### src/rtl/pmu_access_gate.sv
module pmu_access_gate #(
  parameter int          AW         = 10,
  parameter int          DW         = 64,
  parameter int          CW         = 32,
  parameter int          PCF_LSB    = 18,
  parameter int          A_CTL0     = 'h31B,
  parameter int          A_CTL1     = 'h31E,
  parameter int          A_CTL2     = 'h311,
  parameter int          A_CNT      = 'h313,
  parameter int          UOFS       = 'h10,
  parameter logic [63:0] CTL0_UMASK = 64'h0000_0000_8400_0080,
  parameter logic [63:0] CTL2_UMASK = 64'h0040_2010_0804_0200
) (
  input  logic          clk,
  input  logic          rst_n,
  input  logic          req_valid,
  output logic          req_ready,
  input  logic          req_user,
  input  logic          req_write,
  input  logic [AW-1:0] req_addr,
  input  logic [DW-1:0] req_wdata,
  output logic          rsp_valid,
  output logic [DW-1:0] rsp_rdata,
  output logic [1:0]    rsp_fault
);
  localparam int NCNT = 6;
  localparam logic [1:0] F_NONE = 2'b00, F_FU = 2'b01, F_HV = 2'b10;

  logic [DW-1:0] ctl0, ctl1, ctl2;
  logic [CW-1:0] cnt [NCNT];

  logic [AW-1:0] eff, off;
  logic [2:0]    idx;
  logic          hit_c0, hit_c1, hit_c2, hit_cnt, c56, gated;
  logic [1:0]    pcf, fault;
  logic [DW-1:0] rd_full, rd_user, rd_next, m0, m2;
  logic          wen;

  assign req_ready = 1'b1;
  assign eff     = req_user ? req_addr + AW'(UOFS) : req_addr;
  assign off     = eff - AW'(A_CNT);
  assign idx     = off[2:0];
  assign hit_c0  = eff == AW'(A_CTL0);
  assign hit_c1  = (eff == AW'(A_CTL1)) && !req_user;
  assign hit_c2  = eff == AW'(A_CTL2);
  assign hit_cnt = off < AW'(NCNT);
  assign c56     = hit_cnt && idx >= 3'd4;
  assign gated   = hit_c0 || hit_c2 || hit_cnt;
  assign pcf     = ctl0[PCF_LSB+1:PCF_LSB];

  always_comb begin
    fault = F_NONE;
    if (req_user && gated) begin
      if (c56 && pcf == 2'b11)          fault = F_FU;
      else if (!req_write && pcf == 2'b01) fault = F_FU;
      else if (req_write && !pcf[1])    fault = pcf[0] ? F_FU : F_HV;
    end
  end

  always_comb begin
    rd_full = '0;
    if (hit_c0) rd_full = ctl0;
    if (hit_c1) rd_full = ctl1;
    if (hit_c2) rd_full = ctl2;
    for (int i = 0; i < NCNT; i++)
      if (hit_cnt && idx == 3'(i)) rd_full = DW'(cnt[i]);
  end

  assign rd_user = hit_c0 ? (ctl0 & CTL0_UMASK) :
                   hit_c2 ? (ctl2 & CTL2_UMASK) : rd_full;
  assign rd_next = (req_write || fault != F_NONE) ? '0 :
                   (req_user ? rd_user : rd_full);
  assign wen     = req_valid && req_write && fault == F_NONE;
  assign m0      = req_user ? CTL0_UMASK : '1;
  assign m2      = req_user ? CTL2_UMASK : '1;

  always_ff @(posedge clk) begin
    if (!rst_n) begin
      rsp_valid <= 1'b0;
      rsp_rdata <= '0;
      rsp_fault <= F_NONE;
      ctl0      <= '0;
      ctl1      <= '0;
      ctl2      <= '0;
    end else begin
      rsp_valid <= req_valid;
      rsp_rdata <= req_valid ? rd_next : '0;
      rsp_fault <= req_valid ? fault : F_NONE;
      if (wen && hit_c0) ctl0 <= (ctl0 & ~m0) | (req_wdata & m0);
      if (wen && hit_c2) ctl2 <= (ctl2 & ~m2) | (req_wdata & m2);
      if (wen && hit_c1) ctl1 <= req_wdata;
    end
  end

  for (genvar g = 0; g < NCNT; g++) begin : g_cnt
    always_ff @(posedge clk) begin
      if (!rst_n)                                 cnt[g] <= '0;
      else if (wen && hit_cnt && idx == 3'(g))    cnt[g] <= req_wdata[CW-1:0];
    end
  end
endmodule

### config.mk
export PLATFORM = sky130hd
export DESIGN_NAME = pmu_access_gate
export DESIGN_NICKNAME = d
export VERILOG_FILES = /design/src/rtl/pmu_access_gate.sv
export SDC_FILE = /design/constraint.sdc
export NUM_CORES = 1
export LEC_CHECK = 0
export CORE_AREA = 2 2 219 178
export DETAILED_ROUTE_END_ITERATION = 6
export DIE_AREA = 0 0 221 180
export DONT_BUFFER_PORTS = 1
export PLACE_DENSITY_LB_ADDON = 0.3
export SLEW_MARGIN = 20
export SYNTH_ARGS = -nofsm -noshare
export SYNTH_HDL_FRONTEND = slang
export SYNTH_SLANG_ARGS = --single-unit
### constraint.sdc
create_clock -name clk -period 6.55 [get_ports clk]
set_input_delay 1.31 -clock clk [delete_from_list [all_inputs] [get_ports clk]]
set_output_delay 1.31 -clock clk [all_outputs]
set_load 0.02 [all_outputs]
==> results.json, run 1 <==
{
  "status": "completed",
  "worstPathBufferInverterCount": 1,
  "synth-seq-area-share_pct": 55.6,
  "drive_above_1_share_pct": 8.12,
  "slew_viol_final": 0,
  "fin_util_pct": 56.6,
  "path_clk_slew_ns": 0.06,
  "antenna_found_initial": 0,
  "synth.distinct_cells": 68,
  "slew_headroom_pct": 35.3,
  "layout_common_cells": "nand2_1, dfxtp_1, nor2_1, edfxtp_1, a21boi_0",
  "ant_nets": 0,
  "synth_flop_cell": "dfxtp_1",
  "yosys.area.top_type": "edfxtp_1",
  "synth_fp_nets": 2141,
  "gp_congestion": 0.900,
  "syn_to_final_growth_pct": 8.40,
  "dp_cells": 2407,
  "critPathArrivalTime_ns": 4.65,
  "worstPathMaxFanout": 21,
  "crit_path_end_kind": "flop",
  "cts_max_level": 2,
  "cpPeakStageDelay_ns": 0.77,
  "start_kind": "input port",
  "finalHoldViolCount": 0,
  "hp-class": "reg -> reg",
  "start_util_pct": 52.2,
  "wire_per_inst_um": 22.7,
  "postCtsSetupRepairBufs": 0,
  "fp-row-count": 64,
  "min_from": "ctl1[16]",
  "drt_iter0_markers": 1774,
  "whs_path_depth": 2,
  "grt_start_max_net_pins": 204,
  "grt_pass1_wl_mm": 88.0,
  "ctsHoldBuffers": 0,
  "synthTopCellsByArea": "edfxtp_1, dfxtp_1, nand2_1",
  "worstReg2RegEnd": "cnt[1][23]",
  "syn_avg_cell_area_sq_um": 9.58,
  "synth_top_area_share_pct": 29.3,
  "cp_slowest_cell": "o21ai_4",
  "worstMarginPinSlew_ns": 0.966,
  "final_cell_area_sq_um": 21400,
  "async_flop_share_pct": 0,
  "power_mw": 5.73,
  "finalCritPeriodShare_pct": 67.3,
  "ir_drop_mv": 0.266,
  "critPathTopFamily": "compound AO/OA/AOI/OAI gates",
  "synth_area_sq_um": 19700,
  "rrSetupSlack_ns": 3.73,
  "holdWs_ns": 0.460,
  "core_sq_um": 37700,
  "fp.dieW_um": 221,
  "setup_viol": 0,
  "cap_violations": 0,
  "critPathRequiredTime_ns": 6.79,
  "layout_commonest_cell": "nand2_1",
  "die_area_sq_um": 39800,
  "clk_latency_ns": 0.56,
  "port_buffers": 0,
  "hpwl_mm": 33.0,
  "via_per_inst": 6.26,
  "n_fill_cell": 3234,
  "cts-resized-gates": 0,
  "synthCells": 2056,
  "synth-seq-cells": 451,
  "vias": 15578,
  "wl_mm": 56.4,
  "path_cells": "ha_1, nand3_1, and4b_1, o32ai_2, nor2_2, a32oi_2, or2_1, nand2_1, o21ai_4, buf_4",
  "grt.overflow.total": 0,
  "place_area_sq_um": 19900,
  "cts.sinks": 451,
  "die_h_um": 180,
  "critical_path_class": "in -> reg",
  "skew_ns": 0.0202,
  "power.density_nw_per_um2": 268,
  "setup_slack_ns": 2.14,
  "pre_cts_slack_ns": 1.63,
  "reg2regPathDepth": 6,
  "io_pins": 147,
  "grt_usage_pct": 27.8,
  "drc": 0,
  "n_antenna_cell": 0,
  "numCtsBuffers": 45,
  "max_freq_mhz": 227,
  "cts_root_buffer": "clkbuf_16",
  "rsz0062_at_grt": "no",
  "grt_pass1_vias": 15319,
  "fin_cells": 2490,
  "cts_tree": "yes",
  "synth_edf_count": 192,
  "min_to": "ctl1[16]",
  "num-nets-final": 2045,
  "p_leak_nw": 6.78,
  "tns_ns": 0,
  "drtPass1Iterations": 7,
  "period_needed_ns": 4.41,
  "yosysWarnings": 0,
  "clock_path_buffers": 3
}
-- cell type report --
type	instances	area (sq um)	area share (%)
repair buffers	36	310	1.45
multi-input cells	1393	7920	37.1
clock buffers	60	1260	5.92
flip-flops and latches	451	11000	51.3
well taps	495	619	2.90
clock inverters	22	170	0.797
inverters	33	124	0.580
-- worst min-delay path, delay by kind of cell, from the launching register on --
| kind | cells | cell delay [ns] |
|---|---|---|
| and+or+nand+nor | 1 | 0.05 |
| DFF | 1 | 0.31 |
| AOI/OAI and AO/OA | 1 | 0.06 |
-- cell families (layout without fill, tap and decap cells) --
group           count (synthesis)  in the layout  synth area share, %
simple gates                  886            886                 19.8
compound gates                479            479                 18.1
flops                         451            451                 55.6
buf+inv                       212            151                 4.92
mux                            16             16                0.851
fa+ha+maj                       6              6                0.381
xor+xnor                        5              5                0.299
other cells                     1              1               0.0190
-- synth_stat cells, drive strengths merged (6+ instances only) --
library cell	instances
nor3	62
nor2b	8
a21oi	50
nand4	6
ha	6
nor3b	26
dfxtp	259
a22o	28
nand3	47
inv	33
and3	8
o311a	25
a21boi	186
a31oi	27
a222oi	33
mux2i	13
edfxtp	192
nor4	8
nor2	210
o22ai	26
and2	39
o21ai	48
nand2	455
buf	84
a221oi	27
clkbuf	95
-- layer usage --
layer / track usage (%) / share of wire, %
met1: 38.1 / 42
met2: 44.6 / 46
met3: 5.15 / 9.4
met4: 9.23 / 2.8
met5: 0 / 0
-- worst max-delay path by stage --
| stage | to | cells after the start | startpoint |
|---|---|---|---|
| 6_report | cnt[1][23] | 10 | req_addr[4] |
| 5_1_grt | cnt[3][30] | 10 | req_addr[4] |
| 4_1_cts | cnt[1][16] | 10 | req_addr[4] |
| 3_5_place_dp | cnt[3][31] | 9 | req_addr[4] |
| 3_3_place_gp | cnt[2][31] | 9 | req_addr[4] |
| 2_1_floorplan | cnt[5][0] | 10 | req_addr[4] |
-- report_power, final --
| part | switching [mW] | internal [mW] |
|---|---|---|
| Combinational | 0.132 | 0.0615 |
| Clock | 1.09 | 1.44 |
| Sequential | 0.0198 | 2.98 |
No activity file was read; power rests on OpenSTA's default activity.
==> run 2, diff against run 1 <==
==> constraint.sdc (replaced) <==
create_clock -name clk -period 4.4 [get_ports clk]
set_input_delay 0.88 -clock clk [delete_from_list [all_inputs] [get_ports clk]]
set_output_delay 0.88 -clock clk [all_outputs]
set_load 0.02 [all_outputs]
==> results.json, run 2 (same netlist as run 1, synthesis figures left out) <==
{
  "rsz0062_at_grt": "no",
  "seq_area_sq_um": 11000,
  "grt.overflow.total": 0,
  "setup_viol": 0,
  "port_buffers": 0,
  "syn_to_final_growth_pct": 10.3,
  "p_leak_nw": 6.94,
  "cts_max_level": 2,
  "via_per_inst": 6.20,
  "critPathArrivalTime_ns": 3.68,
  "grt_usage_pct": 28.2,
  "hp-class": "in -> reg",
  "ctsHoldBuffers": 0,
  "power_mw": 8.72,
  "max_freq_mhz": 290,
  "finalHoldViolCount": 0,
  "fp-row-count": 64,
  "drive_above_1_share_pct": 9.39,
  "dp_cells": 2434,
  "grt_pass1_wl_mm": 88.7,
  "die_h_um": 180,
  "drc": 0,
  "hpwl_mm": 34.9,
  "die_area_sq_um": 39800,
  "wire_per_inst_um": 22.7,
  "slew_headroom_pct": 44.5,
  "num-nets-final": 2072,
  "critPathRequiredTime_ns": 4.63,
  "cts-resized-gates": 0,
  "whs_path_depth": 2,
  "min_from": "req_wdata[34]",
  "slew_viol_final": 0,
  "min_to": "ctl1[34]",
  "status": "completed",
  "worstMarginPinSlew_ns": 0.832,
  "path_clk_slew_ns": 0.07,
  "fin_cells": 2520,
  "layout_common_cells": "nand2_1, dfxtp_1, nor2_1, edfxtp_1, a21boi_0",
  "postCtsSetupRepairBufs": 0,
  "period_needed_ns": 3.45,
  "core_sq_um": 37700,
  "drt_iter0_markers": 1680,
  "io_pins": 147,
  "start_kind": "input port",
  "ir_drop_mv": 0.384,
  "crit_path_end_kind": "flop",
  "numCtsBuffers": 45,
  "gp_congestion": 0.867,
  "pre_cts_slack_ns": 0.310,
  "drtPass1Iterations": 6,
  "cts.sinks": 451,
  "cts_tree": "yes",
  "rrSetupSlack_ns": 1.99,
  "wl_mm": 57.3,
  "setup_slack_ns": 0.950,
  "vias": 15624,
  "layout_commonest_cell": "nand2_1",
  "skew_ns": 0.00961,
  "clk_latency_ns": 0.56,
  "grt_start_max_net_pins": 204,
  "reg2regPathDepth": 6,
  "worstReg2RegEnd": "cnt[1][5]",
  "power.density_nw_per_um2": 401,
  "critical_path_class": "in -> reg",
  "start_util_pct": 52.2,
  "holdWs_ns": 0.457,
  "n_fill_cell": 3218,
  "cts_root_buffer": "clkbuf_16",
  "clock_path_buffers": 3,
  "tns_ns": 0,
  "finalCritPeriodShare_pct": 78.4,
  "multiInputGateArea_sq_um": 7910,
  "ant_nets": 0,
  "worstPathMaxFanout": 24,
  "cap_violations": 0,
  "grt_pass1_vias": 15255,
  "fp.dieW_um": 221,
  "antenna_found_initial": 1
}
[run 2: cell types whose count changed in the layout (fill, tap and decap cells not counted), moves of 4 or more]
| cell | previous run | this run |
|---|---|---|
| clkbuf_1 | 8 | 14 |
| buf_4 | 33 | 54 |
| buf_12 | 1 | 6 |
| clkinv_1 | 6 | 2 |
[run 2: cell type report]
cell class / count / area share (%)
clock buffers: 71 / 6.32
repair buffers: 63 / 2.80
well taps: 495 / 2.85
clock inverters: 13 / 0.685
flip-flops and latches: 451 / 50.4
diodes: 1 / 0.0115
inverters: 33 / 0.570
multi-input cells: 1393 / 36.4
[run 2: layer usage]
metal / up-vias / global-route usage [%] / routed length [um]
met5: - / 0 / 0
met4: 0 / 10.4 / 1860
met3: 111 / 6.23 / 5880
met2: 773 / 43.2 / 25700
met1: 7638 / 39.3 / 23900
li1: 7102 / - / -
[run 2: worst max-delay path by stage]
stage	start	to	slack, ns	depth (start not counted)
6_report	req_addr[4]	cnt[5][3]	0.95	9
5_1_grt	req_addr[4]	cnt[3][3]	0.84	11
4_1_cts	req_addr[4]	cnt[2][3]	0.89	9
3_5_place_dp	req_addr[4]	cnt[2][4]	0.31	9
3_3_place_gp	req_addr[4]	cnt[1][3]	0.23	9
2_1_floorplan	req_addr[4]	cnt[5][0]	0.30	10
[run 2: through the flow]
step           utilization, %  cell area (sq um)
5_1_grt                  57.6              21700
3_3_place_gp             53.4              20100
4_1_cts                  57.5              21700
6_report                 57.6              21700
3_5_place_dp             53.5              20200
2_1_floorplan               -              19700
[run 2: critical path, cell delays in order]
cell and delay (ns):
ha_1 0.30, mux2_4 0.30, nor3_1 0.19, nor2_1 0.08
or3_1 0.41, or3_2 0.71, nand2b_1 0.31, o21ai_4 0.15
buf_4 0.35
[run 2: report_power, final]
group	internal, mW	switching, mW	total, mW	leakage (nW)
logic	0.100	0.199	0.300	2.29
registers	4.44	0.0291	4.47	3.91
clock network	2.33	1.62	3.95	0.751
